--- config.mk ---
export PLATFORM = sky130hd
export DESIGN_NAME = pwm_fault_cond
export DESIGN_NICKNAME = d
export VERILOG_FILES = /design/src/rtl/pwm_fault_pkg.sv /design/src/rtl/pwm_fault_sync.sv /design/src/rtl/pwm_fault_filter.sv /design/src/rtl/pwm_fault_chan.sv /design/src/rtl/pwm_fault_cfg.sv /design/src/rtl/pwm_fault_cond.sv
export SDC_FILE = /design/constraint.sdc
export NUM_CORES = 1
export LEC_CHECK = 0
export BUFFER_PORTS_ARGS = -buffer_cell sky130_fd_sc_hd__buf_2
export CAP_MARGIN = 20
export CORE_ASPECT_RATIO = 1.75
export CORE_MARGIN = 3
export CORE_UTILIZATION = 41
export CTS_CLUSTER_SIZE = 20
export DETAILED_ROUTE_END_ITERATION = 12
export PLACE_DENSITY = 0.63
export SETUP_SLACK_MARGIN = 0.3
export SLEW_MARGIN = 25
export SYNTH_ARGS = -nofsm -noshare
export SYNTH_HDL_FRONTEND = slang
export SYNTH_SLANG_ARGS = --single-unit
export TNS_END_PERCENT = 10
--- constraint.sdc ---
create_clock -name clk -period 4.1 [get_ports clk]
set_input_delay 0.82 -clock clk [delete_from_list [all_inputs] [get_ports clk]]
set_output_delay 0.82 -clock clk [all_outputs]
set_load 0.005 [all_outputs]
--- src/rtl/pwm_fault_pkg.sv ---
package pwm_fault_pkg;

    localparam int REG_W = 32;

    typedef enum logic [1:0] {
        FS_IDLE   = 2'd0,
        FS_ACTIVE = 2'd1,
        FS_HELD   = 2'd2,
        FS_ARMED  = 2'd3
    } fault_st_e;

endpackage

--- src/rtl/pwm_fault_sync.sv ---
module pwm_fault_sync #(
    parameter int W     = 8,
    parameter int DEPTH = 2
) (
    input  logic         clk,
    input  logic         rst_n,
    input  logic [W-1:0] d_async,
    output logic [W-1:0] q_sync
);
    // Stages reset high: the idle level of an active-low fault pin.
    logic [W-1:0] stage [DEPTH];

    always_ff @(posedge clk or negedge rst_n) begin
        if (!rst_n) begin
            for (int s = 0; s < DEPTH; s++) stage[s] <= '1;
        end else begin
            stage[0] <= d_async;
            for (int s = 1; s < DEPTH; s++) stage[s] <= stage[s-1];
        end
    end

    assign q_sync = stage[DEPTH-1];
endmodule

--- src/rtl/pwm_fault_filter.sv ---
module pwm_fault_filter #(
    parameter int HOLD = 4
) (
    input  logic clk,
    input  logic rst_n,
    input  logic en,
    input  logic din,
    output logic dout
);
    localparam int CW = (HOLD > 1) ? $clog2(HOLD) : 1;
    localparam logic [CW-1:0] LAST = CW'(HOLD - 1);

    logic          filt_q;
    logic [CW-1:0] cnt_q;

    always_ff @(posedge clk or negedge rst_n) begin
        if (!rst_n) begin
            filt_q <= 1'b1;
            cnt_q  <= '0;
        end else if (!en || din == filt_q) begin
            // Bypassed or stable: track the input and restart the count.
            filt_q <= din;
            cnt_q  <= '0;
        end else if (cnt_q == LAST) begin
            filt_q <= din;
            cnt_q  <= '0;
        end else begin
            cnt_q  <= cnt_q + 1'b1;
        end
    end

    assign dout = en ? filt_q : din;
endmodule

--- src/rtl/pwm_fault_chan.sv ---
module pwm_fault_chan
    import pwm_fault_pkg::*;
(
    input  logic clk,
    input  logic rst_n,
    input  logic cond,
    input  logic latch_mode,
    input  logic clr,
    output logic active
);
    fault_st_e st_q, st_d;

    always_ff @(posedge clk or negedge rst_n) begin
        if (!rst_n) st_q <= FS_IDLE;
        else        st_q <= st_d;
    end

    always_comb begin
        st_d = st_q;
        unique case (st_q)
            FS_IDLE:   if (cond) st_d = latch_mode ? FS_HELD : FS_ACTIVE;
            FS_ACTIVE: if (!cond) st_d = FS_IDLE;
            FS_HELD:   if (clr) st_d = cond ? FS_ARMED : FS_IDLE;
            FS_ARMED:  if (!cond) st_d = FS_IDLE;
            default:   st_d = FS_IDLE;
        endcase
    end

    always_comb begin
        unique case (st_q)
            FS_IDLE: active = 1'b0;
            default: active = 1'b1;
        endcase
    end
endmodule

--- src/rtl/pwm_fault_cfg.sv ---
module pwm_fault_cfg
    import pwm_fault_pkg::*;
#(
    parameter int N = 8
) (
    input  logic             clk,
    input  logic             rst_n,
    input  logic             wr_en,
    input  logic [3*N-1:0]   wdata,
    input  logic             prot_a,
    input  logic             prot_b,
    output logic [N-1:0]     lvl,
    output logic [N-1:0]     latch,
    output logic [N-1:0]     filt,
    output logic [REG_W-1:0] rdata
);
    logic wr_ok;
    assign wr_ok = wr_en && !prot_a && !prot_b;

    always_ff @(posedge clk or negedge rst_n) begin
        if (!rst_n) begin
            lvl   <= '0;
            latch <= '0;
            filt  <= '0;
        end else if (wr_ok) begin
            lvl   <= wdata[N-1:0];
            latch <= wdata[2*N-1:N];
            filt  <= wdata[3*N-1:2*N];
        end
    end

    assign rdata = REG_W'({filt, latch, lvl});
endmodule

--- src/rtl/pwm_fault_cond.sv ---
module pwm_fault_cond
    import pwm_fault_pkg::*;
#(
    parameter int N_FLT     = 8,
    parameter int SYNC_DEPTH = 2,
    parameter int FILT_HOLD  = 4
) (
    input  logic             clk,
    input  logic             rst_n,
    input  logic             cfg_wr_en,
    input  logic [31:0]      cfg_wdata,
    input  logic             wprot_sw,
    input  logic             wprot_hw,
    output logic [31:0]      cfg_rdata,
    input  logic [N_FLT-1:0] flt_in,
    input  logic [N_FLT-1:0] flt_clr,
    output logic [N_FLT-1:0] flt_active,
    output logic             flt_any
);
    localparam int FW = 3 * N_FLT;

    logic [N_FLT-1:0] lvl, latch, filt, pin_s, pin_q, cond;
    logic             unused_hi;

    assign unused_hi = ^cfg_wdata[REG_W-1:FW];

    pwm_fault_cfg #(.N(N_FLT)) u_cfg (
        .clk(clk), .rst_n(rst_n), .wr_en(cfg_wr_en), .wdata(cfg_wdata[FW-1:0]),
        .prot_a(wprot_sw), .prot_b(wprot_hw),
        .lvl(lvl), .latch(latch), .filt(filt), .rdata(cfg_rdata)
    );

    pwm_fault_sync #(.W(N_FLT), .DEPTH(SYNC_DEPTH)) u_sync (
        .clk(clk), .rst_n(rst_n), .d_async(flt_in), .q_sync(pin_s)
    );

    for (genvar y = 0; y < N_FLT; y++) begin : g_ch
        pwm_fault_filter #(.HOLD(FILT_HOLD)) u_filt (
            .clk(clk), .rst_n(rst_n), .en(filt[y]), .din(pin_s[y]), .dout(pin_q[y])
        );
        assign cond[y] = (pin_q[y] == lvl[y]);
        pwm_fault_chan u_fsm (
            .clk(clk), .rst_n(rst_n), .cond(cond[y]), .latch_mode(latch[y]),
            .clr(flt_clr[y]), .active(flt_active[y])
        );
    end

    always_ff @(posedge clk or negedge rst_n) begin
        if (!rst_n) flt_any <= 1'b0;
        else        flt_any <= |flt_active;
    end
endmodule

# Yosys cells after proc, flatten, opt, wreduce, memory -nomap -nowiden
# Index checks and enable logic that the tools add are counted.
[classes]
n_reduce_logical = 53
addsub = 8
n_mux = 96
eq_ne = 72
[op_table]
columns = ["op", "count"]
rows = [
  ["2-to-1 mux 2 bit", 56],
  ["equality test 2 bit (second input constant)", 24],
  ["one-hot mux 2 bit (3 select lines)", 8],
  ["2-to-1 mux 1 bit", 32],
  ["inequality test 2 bit (second input constant)", 16],
  ["AND reduction 3 bit", 8],
  ["adder 2 x 1 -> 2 bit (second input constant)", 8],
  ["equality test 1 bit", 16],
  ["equality test 2 x 1 -> 1 bit (second input constant)", 8],
  ["logical NOT 2 bit", 8],
  ["inequality test 2 x 1 -> 1 bit (second input constant)", 8],
  ["nonzero test 2 bit", 8],
  ["OR reduction 2 bit", 8],
  ["logical NOT 1 bit", 10],
  ["logical OR 1 bit", 8],
  ["OR reduction 8 bit", 1],
  ["logical AND 1 bit", 2],
]
[word_totals]
input_bits = 53
register_bits = 81
output_inout_bits = 41
word_cells = 259

# Longest topological paths before layout
# Gate-level depths: netlist of the first run.
[logic_depth]
depth_word = 5
depth_mapped = 4
ltp_nobuf = 4

# Modules after synthesis
# A second synthesis of the first run with hierarchy kept.
[unflattened]
cells_unflattened = 288
area_unflattened_um2 = 3669.8
[modules_own_cells]
columns = ["mod", "cells_each", "area_each_um2", "instances"]
rows = [
  ["pwm_fault_cfg", 84, 1156.1, 1],
  ["pwm_fault_filter", 11, 142.6, 8],
  ["pwm_fault_chan", 10, 97.6, 8],
  ["pwm_fault_sync", 24, 480.5, 1],
  ["pwm_fault_cond", 12, 111.4, 1],
]

# Worst setup path after synthesis of the first run
# OpenSTA, ideal clock, no wires.
[synth_path]
kind = "input -> register"
start = "input port wprot_sw"
end = "register u_cfg.latch[1]"
arrival_ps = 1838
required_ps = 3972
cell_stages = 3
slack_ps = 2134
cell_sequence = "nor3b_2 -> buf_2 -> mux2_1"
[synth_via]
elab_chain_cells = 3
[synth_rtl]
columns = ["element", "line", "text"]
rows = [
  ["start, declared", "pwm_fault_cond.sv:12", "input logic wprot_sw,"],
  ["logical NOT 1 bit", "pwm_fault_cfg.sv:18", "assign wr_ok = wr_en && !prot_a && !prot_b;"],
  ["logical AND 1 bit (2 in series)", "pwm_fault_cfg.sv:18", ""],
  ["end signal, assigned", "pwm_fault_cfg.sv:27", "latch <= wdata[2*N-1:N];"],
  ["end, declared", "pwm_fault_cfg.sv:13", "output logic [N-1:0] latch,"],
]
# Every way passes these cells.
# A chain may end at the register's enable or synchronous reset.

# Worst setup path after layout of the first run
[layout_path]
start = "register g_ch[5].u_fsm.st_q[1]"
end = "output port flt_active[5]"
[layout_via]
elab_chain_cells = 2
[layout_rtl]
columns = ["element", "line", "text"]
rows = [
  ["start, declared", "pwm_fault_chan.sv:11", "fault_st_e st_q, st_d;"],
  ["start signal, assigned", "pwm_fault_chan.sv:15", "else st_q <= st_d;"],
  ["logical NOT 2 bit", "pwm_fault_chan.sv:30", "unique case (st_q)"],
  ["2-to-1 mux 1 bit", "pwm_fault_chan.sv:30", ""],
  ["end, declared", "pwm_fault_cond.sv:17", "output logic [N_FLT-1:0] flt_active,"],
]
# Every way passes these cells.

==> impl_metrics.toml, run 1 <==
[sta]
skew_ps = 5.028
fin_crit_ps = 2048
fin_crit_sh_pct = 49.95
hold_ws_ps = 354.5
report.final.setup_viol = 0
rsz0062_at_grt = "no"
hold_viol_final = 0
fin_setup_tns_ps = 0
worstMarginPinSlew_ps = 731.6
fmax_mhz = 488.3
slew_violations = 0
max_slew_margin_pct = 51.23

[cts]
cts-root-buf = "clkbuf_16"
cts_buffers = 9
ctsHtreeMaxLevel = 3
post_cts_buffers = 0
clock-sinks = 81
post_cts_resize_count = 0
cts_tree = "yes"
cts_buffer_depth = 2
clock_latency_ps = 330
cts_hold_buffers = 0
clkTransAtPathRegs_ps = 60

[outcome]
status = "complete, no violations"

[synth]
syn_area_um2 = 3660
synth_common_cells = "57 x dfrtp_1, 32 x buf_4, 30 x mux2_1"
syn_inst = 298
ys_top_cells_by_area = "dfrtp_1 39%, dfstp_2 17%, mux2_1 9.2%, buf_4 6.6%, mux2i_1 3.3%"
synthArstFlopShare_pct = 100.0
synth.distinct_cells = 30
ys_seq_elements = 81
synth_top_cell_by_area = "dfrtp_1"
yosysWarnings = 0
synth_edf_count = 0
synthDominantCellAreaShare_pct = 38.97
yosysSeqAreaShare_pct = 56.21
yosysMostFrequentCell = "dfrtp_1"
syn_area_per_cell_um2 = 12.28
dominantRegCellSynth = "dfrtp_1"

[critical_path]
cp-start-kind = "register"
cp_max_fo = 4
setup.worst_path.class = "reg -> out"
r2r_end = "flt_any"
end_kind = "output pin"
reg2reg_depth = 3
worstReg2RegStart = "g_ch[4].u_fsm.st_q[1]"
worstPathRequired_ps = 3280
r2r_slack_ps = 2320
crit_arrival_ps = 1230

[cells_and_area]
final_nets = 421
layout-drive-gt1-share_pct = 34.25
diodes = 0
fin_area_um2 = 4355
syn_to_final_growth_pct = 19.01
utilization_pct = 50.23

[grt]
grt_usage_pct = 13.72
antenna_found_initial = 0
grt_pass1_wl_mm = 10.74
grt_overflow = 0
grt_max_degree = 82
grt_pass1_vias = 2348

[floorplanning]
core_area_um2 = 8671
io_pins = 94
die_y_um = 131.0
die_area_um2 = 10140
die_w_um = 77.42
start_util_pct = 42.21
rows = 45

[placement]
placed_area_um2 = 3984
place_congestion = 0.7474
dpl.hpwl_mm = 4.533
port_buffers = 77

[route]
wl_per_cell_um = 13.13
first_pass_iters = 4
wl_met2_mm = 3.228
drc = 0
wl_met1_mm = 2.655
vias = 2295
wirelength_mm = 6.331
via_per_inst = 4.761
wl_met3_um = 342
routed.top_layer = "met4"
initialDrtViolationCount = 74
drtAntennaViolNets = 0

[power]
power-per-cell-area_nw_per_um2 = 625.1
p_leak_nw = 2.072
peakVddDrop_v = 0.0002908
total_power_w = 0.002723

[job]
max_cap_viol_count = 0

[worst_hold_path]
whs_endpoint = "u_sync.q_sync[5]"
min_path_cells = 0
hold_path_class = "reg -> reg"
min_from = "u_sync.stage[13]"
==> placed cells by master, fill, tap and decap left out, types with 2 or more instances in the layout <==
| cell type | instances |
|---|---|
| mux2i_1 | 12 |
| dfstp_2 | 24 |
| xnor2_1 | 13 |
| and3b_1 | 6 |
| ha_1 | 8 |
| inv_1 | 10 |
| nand2_1 | 10 |
| clkbuf_16 | 9 |
| o21bai_1 | 2 |
| or3_1 | 2 |
| or4_1 | 2 |
| o32ai_1 | 6 |
| buf_2 | 76 |
| o211ai_1 | 2 |
| o21ai_1 | 2 |
| nand2b_1 | 10 |
| nor2_1 | 26 |
| conb_1 | 8 |
| or2_1 | 3 |
| bufinv_16 | 4 |
| nor2b_1 | 2 |
| a211oi_1 | 8 |
| clkinv_4 | 2 |
| and3_1 | 3 |
| xor2_1 | 3 |
| nor3_1 | 10 |
| mux2_1 | 30 |
| o21ai_0 | 2 |
| dfrtp_1 | 57 |
| or2_2 | 6 |
| nor3b_1 | 3 |
==> cell families (layout without fill, tap and decap cells) <==
| logic type | Yosys count | after routing | synth area share (%) |
|---|---|---|---|
| other | 1 | 8 | 0.1025 |
| XOR/XNOR | 16 | 16 | 3.829 |
| AND/OR/NAND/NOR | 84 | 84 | 12.31 |
| flip-flops | 81 | 81 | 56.21 |
| AO/OA/AOI/OAI | 22 | 22 | 4.444 |
| buffers and inverters | 44 | 104 | 7.863 |
| adder cells (fa/ha/maj) | 8 | 8 | 2.735 |
| multiplexers | 42 | 42 | 12.51 |
==> stage by stage <==
step	setup slack [ps]	cells
finish	2052	482
floorplan	2134	305
CTS	2029	482
global route	1994	482
detailed placement	2085	466
global placement	2122	466
==> power by group <==
part	total (W)	internal, W	leakage (nW)	switching (W)
Clock	0.000972	0.000657	0.180	0.000315
Combinational	0.000591	0.000317	0.932	0.000274
Sequential	0.00116	0.000998	0.960	0.000162
==> sequential cells by signal (all words and copies together), names as in the netlist <==
name,cells
flt_any,1
g_ch.u_filt.cnt_q,16
g_ch.u_filt.filt_q,8
g_ch.u_fsm.st_q,16
u_cfg.filt,8
u_cfg.latch,8
u_cfg.lvl,8
u_sync.q_sync,8
u_sync.stage,8
==> worst max-delay path, cell delays in order, from the launching register on <==
cell	delay (ps)
dfrtp_1	410
or2_2	350
buf_2	140
==> metal layers <==
layer,vias to the layer above,GRT usage [%]
met2,64,23.18
met3,8,3.567
li1,1106,-
met1,1117,15.90
met4,0,7.547
met5,-,0
==> cell type report <==
type	count	area (um^2)
fill	802	4315
sequential	81	2057
multi-input combinational	180	1348
timing repair buffer	78	399.1
clock buffer	9	225.2
tap	117	146.4
clock inverter	7	142.6
inverter	10	37.54
==> worst max path at each step <==
| stage | startpoint | end | slack [ps] | cells past startpoint |
|---|---|---|---|---|
| 4_1_cts | g_ch[5].u_fsm.st_q[1] | flt_active[5] | 2030 | 2 |
| 2_1_floorplan | wprot_sw | u_cfg.latch[1] | 2130 | 3 |
| 3_5_place_dp | wprot_sw | u_cfg.filt[0] | 2080 | 4 |
| 5_1_grt | g_ch[5].u_fsm.st_q[1] | flt_active[5] | 1990 | 2 |
| 6_report | g_ch[5].u_fsm.st_q[1] | flt_active[5] | 2050 | 2 |
| 3_3_place_gp | wprot_sw | u_cfg.latch[3] | 2120 | 4 |
No activity file was read; power rests on OpenSTA's default activity.
==> run 2: changes to the inputs <==
- clock period: 4.1 -> 1.9 ns (I/O delays scaled with it)
==> run 2 against run 1 <==
Sequential share of layout area shrank 0.43 points. Critical path type is now reg -> reg. Clock-buffer cell count rose by 5. Critical path depth grew 1.
==> impl_metrics.toml, run 2 (synthesis gave the netlist of run 1 again) <==
[cells_and_area]
diodes = 0
most-common-layout-cells = "76 x buf_2, 57 x dfrtp_1, 30 x mux2_1, 26 x nor2_1, 24 x dfstp_2"
layout-drive-gt1-share_pct = 35.20
final_common_cell = "buf_2"
reg_top3 = "g_ch.u_filt.cnt_q: 16 flops, g_ch.u_fsm.st_q: 16 flops"
syn_to_final_growth_pct = 20.10
final_nets = 431

[grt]
grt_pass1_wl_mm = 10.41
grt_usage_pct = 13.50
grt_max_degree = 35
antenna_found_initial = 0
grt_overflow = 0
grt_pass1_vias = 2252

[cts]
clkTransAtPathRegs_ps = 60
cts_buffer_depth = 2
cts_tree = "yes"
clock_latency_ps = 330
cts_buffers = 9
cts-root-buf = "clkbuf_16"
clock-sinks = 81
ctsHtreeMaxLevel = 3

[critical_path]
worstPathRequired_ps = 2100
setup.worst_path.class = "reg -> reg"
crit_arrival_ps = 1850
cp-start-kind = "register"
cp_max_fo = 2
end_kind = "register"

[sta]
fmax_mhz = 606.3
skew_ps = 3.256
rsz0062_at_grt = "yes"
report.final.setup_viol = 0
fin_setup_tns_ps = 0
fin_crit_ps = 1649
fin_crit_sh_pct = 86.80
slew_violations = 0
hold_viol_final = 0

[outcome]
status = "complete, no violations"

[power]
total_power_w = 0.005630
peakVddDrop_v = 0.0007033
power-per-cell-area_nw_per_um2 = 1281
p_leak_nw = 2.100

[floorplanning]
die_w_um = 77.42
io_pins = 94
start_util_pct = 42.21
die_area_um2 = 10140
die_y_um = 131.0
rows = 45
core_area_um2 = 8671

[route]
first_pass_iters = 4
wirelength_mm = 6.364
drc = 0
wl_per_cell_um = 12.93
vias = 2318
via_per_inst = 4.711
drtAntennaViolNets = 0
initialDrtViolationCount = 101

[job]
max_cap_viol_count = 0

[placement]
place_congestion = 0.7580
dpl.hpwl_mm = 4.844
port_buffers = 77

[worst_hold_path]
hold_path_class = "in -> reg"
==> run 2: changes by cell type in the layout (fill, tap and decap cells not counted), sizes merged <==
cell and delta:
buf +9, clkbuf +5, bufinv -3, clkinv -2, dlygate4sd3 +1
==> run 2: stage by stage <==
| stage | hold WS [ps] | worst slack, ps | cells | area, um^2 | util [%] |
|---|---|---|---|---|---|
| floorplan | 84.41 | 270.8 | 305 | 3686 | - |
| global placement | 343.5 | 237.0 | 468 | 4024 | 46.41 |
| detailed placement | 346.4 | 213.0 | 468 | 4024 | 46.41 |
| CTS | 127.7 | 259.0 | 490 | 4380 | 50.52 |
| global route | 129.1 | 210.4 | 492 | 4395 | 50.69 |
| finish | 145.3 | 250.8 | 492 | 4395 | 50.69 |
==> run 2: path summary, 6_finish.rpt <==
check / startpoint / endpoint / slack (ps) / depth (start not counted)
max in group asynchronous: rst_n / g_ch[2].u_filt.filt_q / 740 / 3
min in group asynchronous: rst_n / g_ch[0].u_filt.cnt_q[0] / 530 / 2
max: g_ch[7].u_fsm.st_q[0] / flt_any / 250 / 3
min reg2reg: u_sync.stage[9] / u_sync.q_sync[1] / 350 / 0
max reg2reg: g_ch[7].u_fsm.st_q[0] / flt_any / 250 / 3
min: flt_in[2] / u_sync.stage[10] / 150 / 1
==> run 2: layout make-up <==
class | count | area (um^2)
Fill cell | 815 | 4275
Sequential cell | 81 | 2057
Multi-Input combinational cell | 180 | 1348
Timing Repair Buffer | 88 | 498.0
Clock buffer | 14 | 274.0
Tap cell | 117 | 146.4
Inverter | 10 | 37.54
Clock inverter | 2 | 35.03
==> run 2: layer usage <==
layer,track usage [%],wire (um),up-vias,part of all wire [%]
met4,7.652,183,0,2.9
li1,-,-,1127,-
met2,22.77,3291,63,52
met5,0,0,-,0
met1,14.73,2517,1117,40
met3,4.801,371,11,5.8
==> run 2: critical path, stage by stage (launching register included) <==
cell     delay, ps
dfrtp_1        370
or2_1          250
or4_1          510
or4_1          390
==> run 2: where the power goes <==
group          switching, W  internal, W  leakage [nW]
clock network      0.000613      0.00112         0.153
registers          0.000330      0.00215         0.960
logic              0.000635     0.000775         0.987
total               0.00158      0.00405          2.10
==> run 2: repair_timing <==
action / 4_1_cts / 5_1_grt
setup buffers: 5 / 2
hold buffers: 1 / 0
endpoints found under the hold margin: 19 / 0
resized for setup: 0 / 0
pin swaps: 1 / 0
endpoints found under the setup margin: 3 / 7
